$ cat src/rtl/lts_pkg.sv
package lts_pkg;
  localparam int unsigned MAX_TAPS  = 3;
  localparam int unsigned TAP_IDX_W = 8;

  typedef enum logic {
    PH_SHIFT   = 1'b0,
    PH_CAPTURE = 1'b1
  } frame_phase_t;

  function automatic bit tap_count_ok(input int unsigned k);
    return (k == 2) || (k == 3);
  endfunction
endpackage

$ cat src/rtl/lts_lfsr.sv
module lts_lfsr #(
  parameter int unsigned LFSR_W    = 16,
  parameter logic [LFSR_W-1:0] FB_MASK   = 16'hB400,
  parameter logic [LFSR_W-1:0] SEED_INIT = 16'hACE1
) (
  input  logic              clk,
  input  logic              rst,
  input  logic              load,
  input  logic [LFSR_W-1:0] seed,
  input  logic              advance,
  output logic [LFSR_W-1:0] state
);
  logic              fb_bit;
  logic [LFSR_W-1:0] load_val;

  assign fb_bit   = ^(state & FB_MASK);
  assign load_val = (seed == '0) ? SEED_INIT : seed;

  always_ff @(posedge clk) begin
    if (rst) begin
      state <= SEED_INIT;
    end else if (load) begin
      state <= load_val;
    end else if (advance) begin
      state <= {state[LFSR_W-2:0], fb_bit};
    end
  end
endmodule

$ cat src/rtl/lts_tap_and.sv
module lts_tap_and #(
  parameter int unsigned LFSR_W = 16,
  parameter int unsigned AND_K  = 2,
  parameter logic [lts_pkg::MAX_TAPS*lts_pkg::TAP_IDX_W-1:0] TAP_SEL = {8'd9, 8'd4, 8'd0},
  parameter logic [lts_pkg::MAX_TAPS-1:0] TAP_INV = 3'b010
) (
  input  logic [LFSR_W-1:0] state,
  output logic              hit
);
  localparam int unsigned IW = lts_pkg::TAP_IDX_W;
  logic [AND_K-1:0] terms;

  for (genvar j = 0; j < AND_K; j++) begin : g_tap
    localparam int unsigned SEL = int'(TAP_SEL[j*IW +: IW]);
    assign terms[j] = state[SEL] ^ TAP_INV[j];
  end

  assign hit = &terms;
endmodule

$ cat src/rtl/lts_toggle_cell.sv
module lts_toggle_cell (
  input  logic clk,
  input  logic rst,
  input  logic clear,
  input  logic advance,
  input  logic hit,
  output logic bit_q,
  output logic flip
);
  assign flip = advance & hit;

  always_ff @(posedge clk) begin
    if (rst || clear) begin
      bit_q <= 1'b0;
    end else if (flip) begin
      bit_q <= ~bit_q;
    end
  end
endmodule

$ cat src/rtl/lts_trans_ctr.sv
module lts_trans_ctr #(
  parameter int unsigned CNT_W = 16
) (
  input  logic             clk,
  input  logic             rst,
  input  logic             clear,
  input  logic             inc,
  output logic [CNT_W-1:0] count
);
  localparam logic [CNT_W-1:0] CNT_MAX = '1;

  always_ff @(posedge clk) begin
    if (rst || clear) begin
      count <= '0;
    end else if (inc && (count != CNT_MAX)) begin
      count <= count + 1'b1;
    end
  end
endmodule

$ cat src/rtl/lts_frame_seq.sv
module lts_frame_seq #(
  parameter int unsigned CHAIN_LEN = 32
) (
  input  logic clk,
  input  logic rst,
  input  logic restart,
  input  logic en,
  output logic shift_ok,
  output logic capture_q
);
  import lts_pkg::*;
  localparam int unsigned SC_W = (CHAIN_LEN > 1) ? $clog2(CHAIN_LEN) : 1;
  localparam logic [SC_W-1:0] SC_LAST = SC_W'(CHAIN_LEN - 1);

  frame_phase_t    phase;
  logic [SC_W-1:0] shift_cnt;

  assign shift_ok  = (phase == PH_SHIFT);
  assign capture_q = (phase == PH_CAPTURE);

  always_ff @(posedge clk) begin
    if (rst || restart) begin
      phase     <= PH_SHIFT;
      shift_cnt <= '0;
    end else if (en) begin
      if (phase == PH_SHIFT) begin
        if (shift_cnt == SC_LAST) begin
          shift_cnt <= '0;
          phase     <= PH_CAPTURE;
        end else begin
          shift_cnt <= shift_cnt + 1'b1;
        end
      end else begin
        phase <= PH_SHIFT;
      end
    end
  end
endmodule

$ cat src/rtl/lowtoggle_scan_gen.sv
module lowtoggle_scan_gen #(
  parameter int unsigned LFSR_W    = 16,
  parameter logic [LFSR_W-1:0] FB_MASK   = 16'hB400,
  parameter logic [LFSR_W-1:0] SEED_INIT = 16'hACE1,
  parameter int unsigned AND_K     = 2,
  parameter logic [lts_pkg::MAX_TAPS*lts_pkg::TAP_IDX_W-1:0] TAP_SEL = {8'd9, 8'd4, 8'd0},
  parameter logic [lts_pkg::MAX_TAPS-1:0] TAP_INV = 3'b010,
  parameter int unsigned CHAIN_LEN = 32,
  parameter int unsigned CNT_W     = 16
) (
  input  logic              clk,
  input  logic              rst,
  input  logic              en,
  input  logic              load,
  input  logic [LFSR_W-1:0] seed,
  output logic              scan_in,
  output logic              scan_capture,
  output logic [LFSR_W-1:0] lfsr_state,
  output logic [CNT_W-1:0]  toggle_count
);
  logic shift_ok;
  logic advance;
  logic and_hit;
  logic flip;

  assign advance = en & ~load & shift_ok;

  lts_frame_seq #(.CHAIN_LEN(CHAIN_LEN)) u_frame (
    .clk(clk), .rst(rst), .restart(load), .en(en),
    .shift_ok(shift_ok), .capture_q(scan_capture)
  );

  lts_lfsr #(.LFSR_W(LFSR_W), .FB_MASK(FB_MASK), .SEED_INIT(SEED_INIT)) u_lfsr (
    .clk(clk), .rst(rst), .load(load), .seed(seed),
    .advance(advance), .state(lfsr_state)
  );

  lts_tap_and #(.LFSR_W(LFSR_W), .AND_K(AND_K), .TAP_SEL(TAP_SEL), .TAP_INV(TAP_INV)) u_and (
    .state(lfsr_state), .hit(and_hit)
  );

  lts_toggle_cell u_tff (
    .clk(clk), .rst(rst), .clear(load), .advance(advance),
    .hit(and_hit), .bit_q(scan_in), .flip(flip)
  );

  lts_trans_ctr #(.CNT_W(CNT_W)) u_cnt (
    .clk(clk), .rst(rst), .clear(load), .inc(flip), .count(toggle_count)
  );
endmodule

$ cat config.mk
export PLATFORM = sky130hd
export DESIGN_NAME = lowtoggle_scan_gen
export DESIGN_NICKNAME = d
export VERILOG_FILES = /design/src/rtl/lts_pkg.sv /design/src/rtl/lts_lfsr.sv /design/src/rtl/lts_tap_and.sv /design/src/rtl/lts_toggle_cell.sv /design/src/rtl/lts_trans_ctr.sv /design/src/rtl/lts_frame_seq.sv /design/src/rtl/lowtoggle_scan_gen.sv
export SDC_FILE = /design/constraint.sdc
export NUM_CORES = 1
export LEC_CHECK = 0
export BUFFER_PORTS_ARGS = -buffer_cell sky130_fd_sc_hd__buf_2
export CAP_MARGIN = 10
export CORE_AREA = 2 2 87 89
export CTS_BUF_LIST = sky130_fd_sc_hd__clkbuf_8
export DETAILED_ROUTE_END_ITERATION = 16
export DIE_AREA = 0 0 89 91
export MAX_ROUTING_LAYER = met4
export PLACE_DENSITY = 0.44
export SKIP_CTS_REPAIR_TIMING = 1
export SLEW_MARGIN = 5
export SYNTH_ARGS = -nofsm -noshare
export SYNTH_HDL_FRONTEND = slang
export SYNTH_HIERARCHICAL = 1
export SYNTH_SLANG_ARGS = --single-unit
$ cat constraint.sdc
create_clock -name clk -period 2.4 [get_ports clk]
set_clock_uncertainty 0.05 [all_clocks]
set_input_delay 0.48 -clock clk [delete_from_list [all_inputs] [get_ports clk]]
set_output_delay 0.48 -clock clk [all_outputs]
set_load 0.02 [all_outputs]
==> results_tabular.tex, run 1 <==
\begin{tabular}{lr}
\hline
Metric & Value \\
\hline
\multicolumn{2}{l}{\textbf{CTS}} \\
Clock Tree Buf Depth & 2 \\
TritonCTS clock tree & yes \\
Clock Sink Count & 39 \\
CTS buffer count & 5 \\
Number of levels in the clock H-tree & 2 \\
Clock network latency to the later pin of the worst-skew pair & 290 ps \\
Cell at the root of the clock tree & sky130\_fd\_sc\_hd\_\_clkbuf\_8 \\
Post-CTS clock slew at the launch and capture registers of the worst setup and hold paths & 70 ps \\
\multicolumn{2}{l}{\textbf{Layout}} \\
Most frequent standard cell in the layout excluding fill and tap cells & sky130\_fd\_sc\_hd\_\_buf\_2 \\
Syn-to-layout area delta & 22.46\% \\
Non-filler cells, final & 376 \\
\# nets final & 299 \\
Fraction of final layout cells with drive strength greater than 1 & 0.3105 \\
Commonest cells after routing, fill and taps aside & sky130\_fd\_sc\_hd\_\_buf\_2 (53), sky130\_fd\_sc\_hd\_\_dfxtp\_1 (39), sky130\_fd\_sc\_hd\_\_nor2\_1 (28), sky130\_fd\_sc\_hd\_\_a21oi\_1 (21), sky130\_fd\_sc\_hd\_\_mux2i\_1 (11) \\
FILL cells & 800 \\
Finished Cell Area & 2490 um\^{}2 \\
ANT cells & 0 \\
\multicolumn{2}{l}{\textbf{Status}} \\
Result of the run & completed \\
\multicolumn{2}{l}{\textbf{Floorplanning}} \\
Number of standard-cell rows in the floorplan & 31 \\
Starting density of the core & 0.2849 \\
Core region area & 7137 um\^{}2 \\
Width of the chip & 89 um \\
I/O pin total & 54 \\
Die Span Y & 91 um \\
Area enclosed by the die boundary & 8099 um\^{}2 \\
\multicolumn{2}{l}{\textbf{STA}} \\
Worst Tran Pin Value & 650.1 ps \\
Number of max-slew violations in the final report & 0 \\
Hold Vio Cnt, Final & 0 \\
Final min period & 1880 ps \\
Final WS setup & 519.6 ps \\
Headroom to the max-slew limit & 0.5630 \\
Fin crit share & 0.7835 \\
Fmax & 0.5318 GHz \\
RSZ-0062 raised after global routing & false \\
Setup Total Neg Slack & 0 ps \\
Number of setup violations in the final report & 0 \\
\multicolumn{2}{l}{\textbf{Routing}} \\
Wire length per cell & 13.51 um \\
Avg Vias per Cell & 4.960 \\
Starting DRC count in detailed routing & 71 \\
Number of search-and-repair iterations in the first detailed-routing pass & 4 \\
Total DRC errors in the routed layout & 0 \\
Number of routed nets with antenna violations & 0 \\
DR vias & 1865 \\
Sum of routed wire length over all layers & 5.080 mm \\
\multicolumn{2}{l}{\textbf{Synthesis}} \\
Yosys Warn Count & 6 \\
Adder-cell area share of the yosys netlist & 0.01846 \\
Number of storage elements in the synthesis netlist & 39 \\
Proportion of synthesized flip-flops having asynchronous set or reset & 0 \\
Fraction of the yosys area taken by sequential cells & 0.3840 \\
Cell area after technology mapping & 2033 um\^{}2 \\
Post-synthesis mux area share & 0.09846 \\
Leading register cell type out of synthesis & sky130\_fd\_sc\_hd\_\_dfxtp\_1 \\
Distinct cell type count of the synthesized netlist & 47 \\
Largest family of logic cells by synthesized area & simple AND/OR/NAND/NOR gates \\
Number of instances in the synthesized netlist & 222 \\
Nets in the synthesized netlist & 245 \\
Count of flip-flops with a built-in enable after synthesis & 0 \\
Fraction of synthesized cell area in xor and xnor cells & 0.02585 \\
Syn\_area\_per\_cell & 9.159 um\^{}2 \\
Simple-gate share of the synthesized area & 0.2695 \\
Fraction of the mapped netlist area in compound gates & 0.1748 \\
\multicolumn{2}{l}{\textbf{Global route}} \\
Aggregate global routing overflow & 0 \\
Antenna violations before repair & 0 \\
Global-route total usage across every layer & 0.1357 \\
Wire length of the first global-routing pass & 8.411 mm \\
Maximum number of pins on one net before global-route repair & 30 \\
Vias in the first global route & 1639 \\
\multicolumn{2}{l}{\textbf{Placement}} \\
Last weighted congestion value of the routability-driven placer & 0.7340 \\
Dpl hpwl & 3.737 mm \\
Cell area reported after detailed placement & 2409 um\^{}2 \\
Count of input and output buffers & 53 \\
Cell total after placement & 368 \\
Worst slack, placed & 298.1 ps \\
\multicolumn{2}{l}{\textbf{Critical path}} \\
Register-to-register setup slack & 520 ps \\
Count of buffering cells on the critical path with inverters included & 0 \\
Crit path largest cell delay & 660 ps \\
Startpoint type of the worst setup path & flop \\
Cell family contributing the most delay on the critical path & compound AO/OA/AOI/OAI gates \\
Worst setup path class & flop to flop \\
Library cell contributing the largest single delay on the critical path & sky130\_fd\_sc\_hd\_\_o41ai\_2 \\
Worst endpoint data arrival time & 2040 ps \\
Cell-by-cell listing of the critical path & ha\_1 > nand3\_1 > o41ai\_2 > o21ai\_0 > a21oi\_1 \\
Kind of end point of the critical path & flop \\
Worst Path Max Fanout & 6 \\
Required time of the critical path & 2560 ps \\
Timing startpoint of the critical path & u\_cnt/count[0] \\
Worst flop-to-flop path startpoint & u\_cnt/count[0] \\
\multicolumn{2}{l}{\textbf{Power}} \\
Max rail drop VDD & 0.0001849 V \\
Lkg Pwr & 1.040 nW \\
PD cells & 517.2 nW/um\^{}2 \\
Total chip power & 0.001288 W \\
\multicolumn{2}{l}{\textbf{Hold path}} \\
Source of the worst hold timing path & seed[7] \\
Type of the worst min-delay path & input port to flop \\
\multicolumn{2}{l}{\textbf{Run}} \\
Max\_cap viols & 0 \\
\hline
\end{tabular}
[where the power goes]
group          leakage [nW]  internal, W  total, W  switching (W)
sequential            0.318     0.000667  0.000686      0.0000189
combinational         0.672    0.0000799  0.000182       0.000102
clock                0.0505     0.000196  0.000420       0.000224
[cells in the mapped netlist, drive strengths merged (2+ instances only)]
master	n	area, um^2
buf	3	20.01
xnor2	3	26.28
and2	3	18.77
or2	2	12.51
o31ai	3	22.52
mux2	8	90.09
a41o	4	40.04
nand2b	8	50.05
nand4	7	65.06
nand2	8	30.03
inv	2	7.510
or4	9	82.58
dfxtp	39	780.8
a211oi	2	20.02
clkbuf	8	31.28
o22ai	7	43.79
mux2i	11	110.1
nor3	2	10.01
or3	6	38.79
nand3	6	30.03
o21ai	7	35.03
and3	2	17.52
xor2	3	26.28
a31oi	4	25.02
a21oi	21	105.1
and4	4	35.03
nor2	28	105.1
o41ai	2	43.80
ha	3	37.54
[cell families (layout without fill, tap and decap cells)]
| logic type | after synthesis | count (layout) |
|---|---|---|
| XOR/XNOR | 6 | 6 |
| flip-flops | 39 | 39 |
| multiplexers | 19 | 19 |
| adder cells (fa/ha/maj) | 3 | 3 |
| buffers and inverters | 13 | 68 |
| AND/OR/NAND/NOR | 90 | 90 |
| AO/OA/AOI/OAI | 52 | 52 |
[worst reg2reg max path, cell delays in order (launching register included)]
cell and delay, ps:
sky130_fd_sc_hd__dfxtp_1 410, sky130_fd_sc_hd__ha_1 220, sky130_fd_sc_hd__nand3_1 160, sky130_fd_sc_hd__o41ai_2 660
sky130_fd_sc_hd__o21ai_0 180, sky130_fd_sc_hd__a21oi_1 140
[stage by stage]
stage / hold slack (ps) / utilization
6_report: 382.2 / 0.3489
5_1_grt: 386.2 / 0.3489
4_1_cts: 371.9 / 0.3489
3_5_place_dp: 430.2 / 0.3375
3_3_place_gp: 431.7 / 0.3375
2_1_floorplan: 407.4 / -
[layer usage]
metal,up-vias,global-route usage,wire length (um)
met5,-,-,0
met4,0,0.03731,57
met3,7,0.03273,222
met2,44,0.2034,2330
met1,879,0.1825,2470
li1,935,-,-
[area by class of cell]
| class | count | area (um^2) | share of cell area |
|---|---|---|---|
| timing repair buffer | 58 | 302.8 | 0.1216 |
| sequential | 39 | 780.7 | 0.3136 |
| multi-input combinational | 170 | 1194 | 0.4794 |
| clock inverter | 3 | 12.51 | 0.005025 |
| inverter | 2 | 7.507 | 0.003015 |
| tap | 99 | 123.9 | 0.04975 |
| clock buffer | 5 | 68.82 | 0.02764 |
[worst paths after layout]
kind / depth (start not counted) / endpoint
hold reg to reg: 2 / u_frame/shift_cnt[3]
setup reg to reg: 5 / u_cnt/count[3]
hold / removal: 3 / u_lfsr/state[7]
setup / recovery: 5 / u_cnt/count[3]
[flip-flops by register name, indices dropped and copies added, names as in the netlist]
signal             count
u_frame/shift_cnt      5
u_lfsr/state          16
u_frame/capture_q      1
u_tff/bit_q            1
u_cnt/count           16
(Power assumes the default switching activity.)
==> inputs of run 2 (changes only) <==
==> constraint.sdc (replaced) <==
create_clock -name clk -period 2 [get_ports clk]
set_clock_uncertainty 0.05 [all_clocks]
set_input_delay 0.4 -clock clk [delete_from_list [all_inputs] [get_ports clk]]
set_output_delay 0.4 -clock clk [all_outputs]
set_load 0.02 [all_outputs]
==> run 2 against run 1 <==
  * Setup slack lost 340 ps
  * Sequential power rose by 20%
  * Non-clock buffer count increased by 10
  * Final area is 3.0% higher
  * Critical path type unchanged
  * Largest cell class unchanged
  * Largest power group unchanged
==> results_tabular.tex, run 2 (same netlist as run 1, synthesis figures left out) <==
\begin{tabular}{lr}
\hline
Metric & Value \\
\hline
\multicolumn{2}{l}{\textbf{Floorplanning}} \\
Number of standard-cell rows in the floorplan & 31 \\
Starting density of the core & 0.2849 \\
I/O pin total & 54 \\
Die Span Y & 91 um \\
Area enclosed by the die boundary & 8099 um\^{}2 \\
Width of the chip & 89 um \\
Core region area & 7137 um\^{}2 \\
\multicolumn{2}{l}{\textbf{CTS}} \\
Clock Sink Count & 39 \\
Clock Tree Buf Depth & 2 \\
Post-CTS clock slew at the launch and capture registers of the worst setup and hold paths & 80 ps \\
Clock network latency to the later pin of the worst-skew pair & 290 ps \\
Cell at the root of the clock tree & sky130\_fd\_sc\_hd\_\_clkbuf\_8 \\
Number of levels in the clock H-tree & 2 \\
CTS buffer count & 5 \\
TritonCTS clock tree & yes \\
\multicolumn{2}{l}{\textbf{Critical path}} \\
Count of buffering cells on the critical path with inverters included & 1 \\
Startpoint type of the worst setup path & flop \\
Crit path largest cell delay & 560 ps \\
Worst Path Max Fanout & 4 \\
Worst endpoint data arrival time & 1930 ps \\
Required time of the critical path & 2120 ps \\
Register-to-register setup slack & 180 ps \\
Kind of end point of the critical path & flop \\
Cell-by-cell listing of the critical path & ha\_1 > nand3\_1 > o41ai\_2 > buf\_4 > xor2\_1 > nor2\_1 \\
Library cell contributing the largest single delay on the critical path & sky130\_fd\_sc\_hd\_\_o41ai\_2 \\
Worst setup path class & flop to flop \\
Cell family contributing the most delay on the critical path & compound AO/OA/AOI/OAI gates \\
\multicolumn{2}{l}{\textbf{Status}} \\
Result of the run & completed \\
\multicolumn{2}{l}{\textbf{Placement}} \\
Worst slack, placed & 33.04 ps \\
Count of input and output buffers & 53 \\
Last weighted congestion value of the routability-driven placer & 0.7847 \\
Cell area reported after detailed placement & 2484 um\^{}2 \\
Dpl hpwl & 3.754 mm \\
\multicolumn{2}{l}{\textbf{Power}} \\
PD cells & 606.4 nW/um\^{}2 \\
Max rail drop VDD & 0.0002753 V \\
Sw frac & 0.2704 \\
Part of the power in registers & 0.528 \\
Proportion of power drawn by combinational gates & 0.145 \\
Relative contribution of the clock network to total power & 0.327 \\
Total chip power & 0.001555 W \\
Internal power & 0.001135 W \\
Lkg Pwr & 1.092 nW \\
Psw & 0.0004206 W \\
\multicolumn{2}{l}{\textbf{Layout}} \\
\# nets final & 309 \\
Finished Cell Area & 2565 um\^{}2 \\
Most frequent standard cell in the layout excluding fill and tap cells & sky130\_fd\_sc\_hd\_\_buf\_2 \\
FILL cells & 799 \\
Biggest registers after layout & u\_cnt/count (16), u\_lfsr/state (16), u\_frame/shift\_cnt (5) \\
Syn-to-layout area delta & 26.15\% \\
ANT cells & 0 \\
Fraction of final layout cells with drive strength greater than 1 & 0.3345 \\
Commonest cells after routing, fill and taps aside & sky130\_fd\_sc\_hd\_\_buf\_2 (53), sky130\_fd\_sc\_hd\_\_dfxtp\_1 (39), sky130\_fd\_sc\_hd\_\_nor2\_1 (28), sky130\_fd\_sc\_hd\_\_a21oi\_1 (21), sky130\_fd\_sc\_hd\_\_buf\_4 (15) \\
\multicolumn{2}{l}{\textbf{STA}} \\
Hold Vio Cnt, Final & 0 \\
Setup Total Neg Slack & 0 ps \\
Number of setup violations in the final report & 0 \\
Final WS setup & 183.5 ps \\
Post-Route Hold Slack & 313.6 ps \\
Number of max-slew violations in the final report & 0 \\
Final min period & 1817 ps \\
RSZ-0062 raised after global routing & false \\
Fmax & 0.5505 GHz \\
Worst Tran Pin Value & 467.6 ps \\
Headroom to the max-slew limit & 0.6849 \\
Fin crit share & 0.9083 \\
\multicolumn{2}{l}{\textbf{Routing}} \\
Avg Vias per Cell & 4.889 \\
DR vias & 1887 \\
Sum of routed wire length over all layers & 5.164 mm \\
Number of search-and-repair iterations in the first detailed-routing pass & 4 \\
Starting DRC count in detailed routing & 59 \\
Number of routed nets with antenna violations & 0 \\
Wire length per cell & 13.38 um \\
Total DRC errors in the routed layout & 0 \\
\multicolumn{2}{l}{\textbf{Global route}} \\
Antenna violations before repair & 0 \\
Vias in the first global route & 1749 \\
Maximum number of pins on one net before global-route repair & 30 \\
Wire length of the first global-routing pass & 8.383 mm \\
Global-route total usage across every layer & 0.1334 \\
Aggregate global routing overflow & 0 \\
\multicolumn{2}{l}{\textbf{Hold path}} \\
Type of the worst min-delay path & input port to flop \\
\multicolumn{2}{l}{\textbf{Run}} \\
Max\_cap viols & 0 \\
\hline
\end{tabular}
run 2: cell count changes in the layout (fill, tap and decap cells not counted):
cell	previous run	this run
sky130_fd_sc_hd__buf_4	5	15
run 2: metal layers:
metal,global-route usage,vias up,part of all wire
met4,0.03483,0,0
li1,-,966,-
met2,0.2046,38,0.47
met1,0.1754,883,0.49
met3,0.03273,0,0.040
met5,-,-,0
run 2: final cells by class:
cell class	instances	area (um^2)	area share
clock buffers	5	68.82	0.02683
clock inverters	3	12.51	0.004878
inverters	2	7.507	0.002927
multi-input cells	170	1194	0.4654
flip-flops and latches	39	780.7	0.3044
well taps	99	123.9	0.04829
repair buffers	68	377.9	0.1473
run 2: metrics by stage:
step / std cells / util
final: 386 / 0.3594
after global routing: 386 / 0.3594
after CTS: 386 / 0.3594
after detailed placement: 378 / 0.3480
after global placement: 378 / 0.3480
after floorplan: 222 / -
run 2: power groups by stage:
stage	combinational, W	clock [W]	sequential, W
3_5_place_dp	0.000225	0	0.000841
2_1_floorplan	0.000119	0	0.000864
4_1_cts	0.000226	0.000539	0.000822
6_report	0.000225	0.000509	0.000822
3_3_place_gp	0.000225	0	0.000841
5_1_grt	0.000247	0.000567	0.000825
run 2: final timing paths:
path | from | to | depth (start not counted)
hold / removal | seed[9] | u_lfsr/state[9] | 3
setup reg to reg | u_cnt/count[0] | u_cnt/count[0] | 6
hold reg to reg | u_frame/shift_cnt[3] | u_frame/shift_cnt[3] | 2
setup / recovery | u_cnt/count[0] | u_cnt/count[0] | 6
run 2: tightest hold or removal path, stage by stage:
cell                      delay [ps]
sky130_fd_sc_hd__buf_2            90
sky130_fd_sc_hd__a21oi_1          60
sky130_fd_sc_hd__nor2_1           70
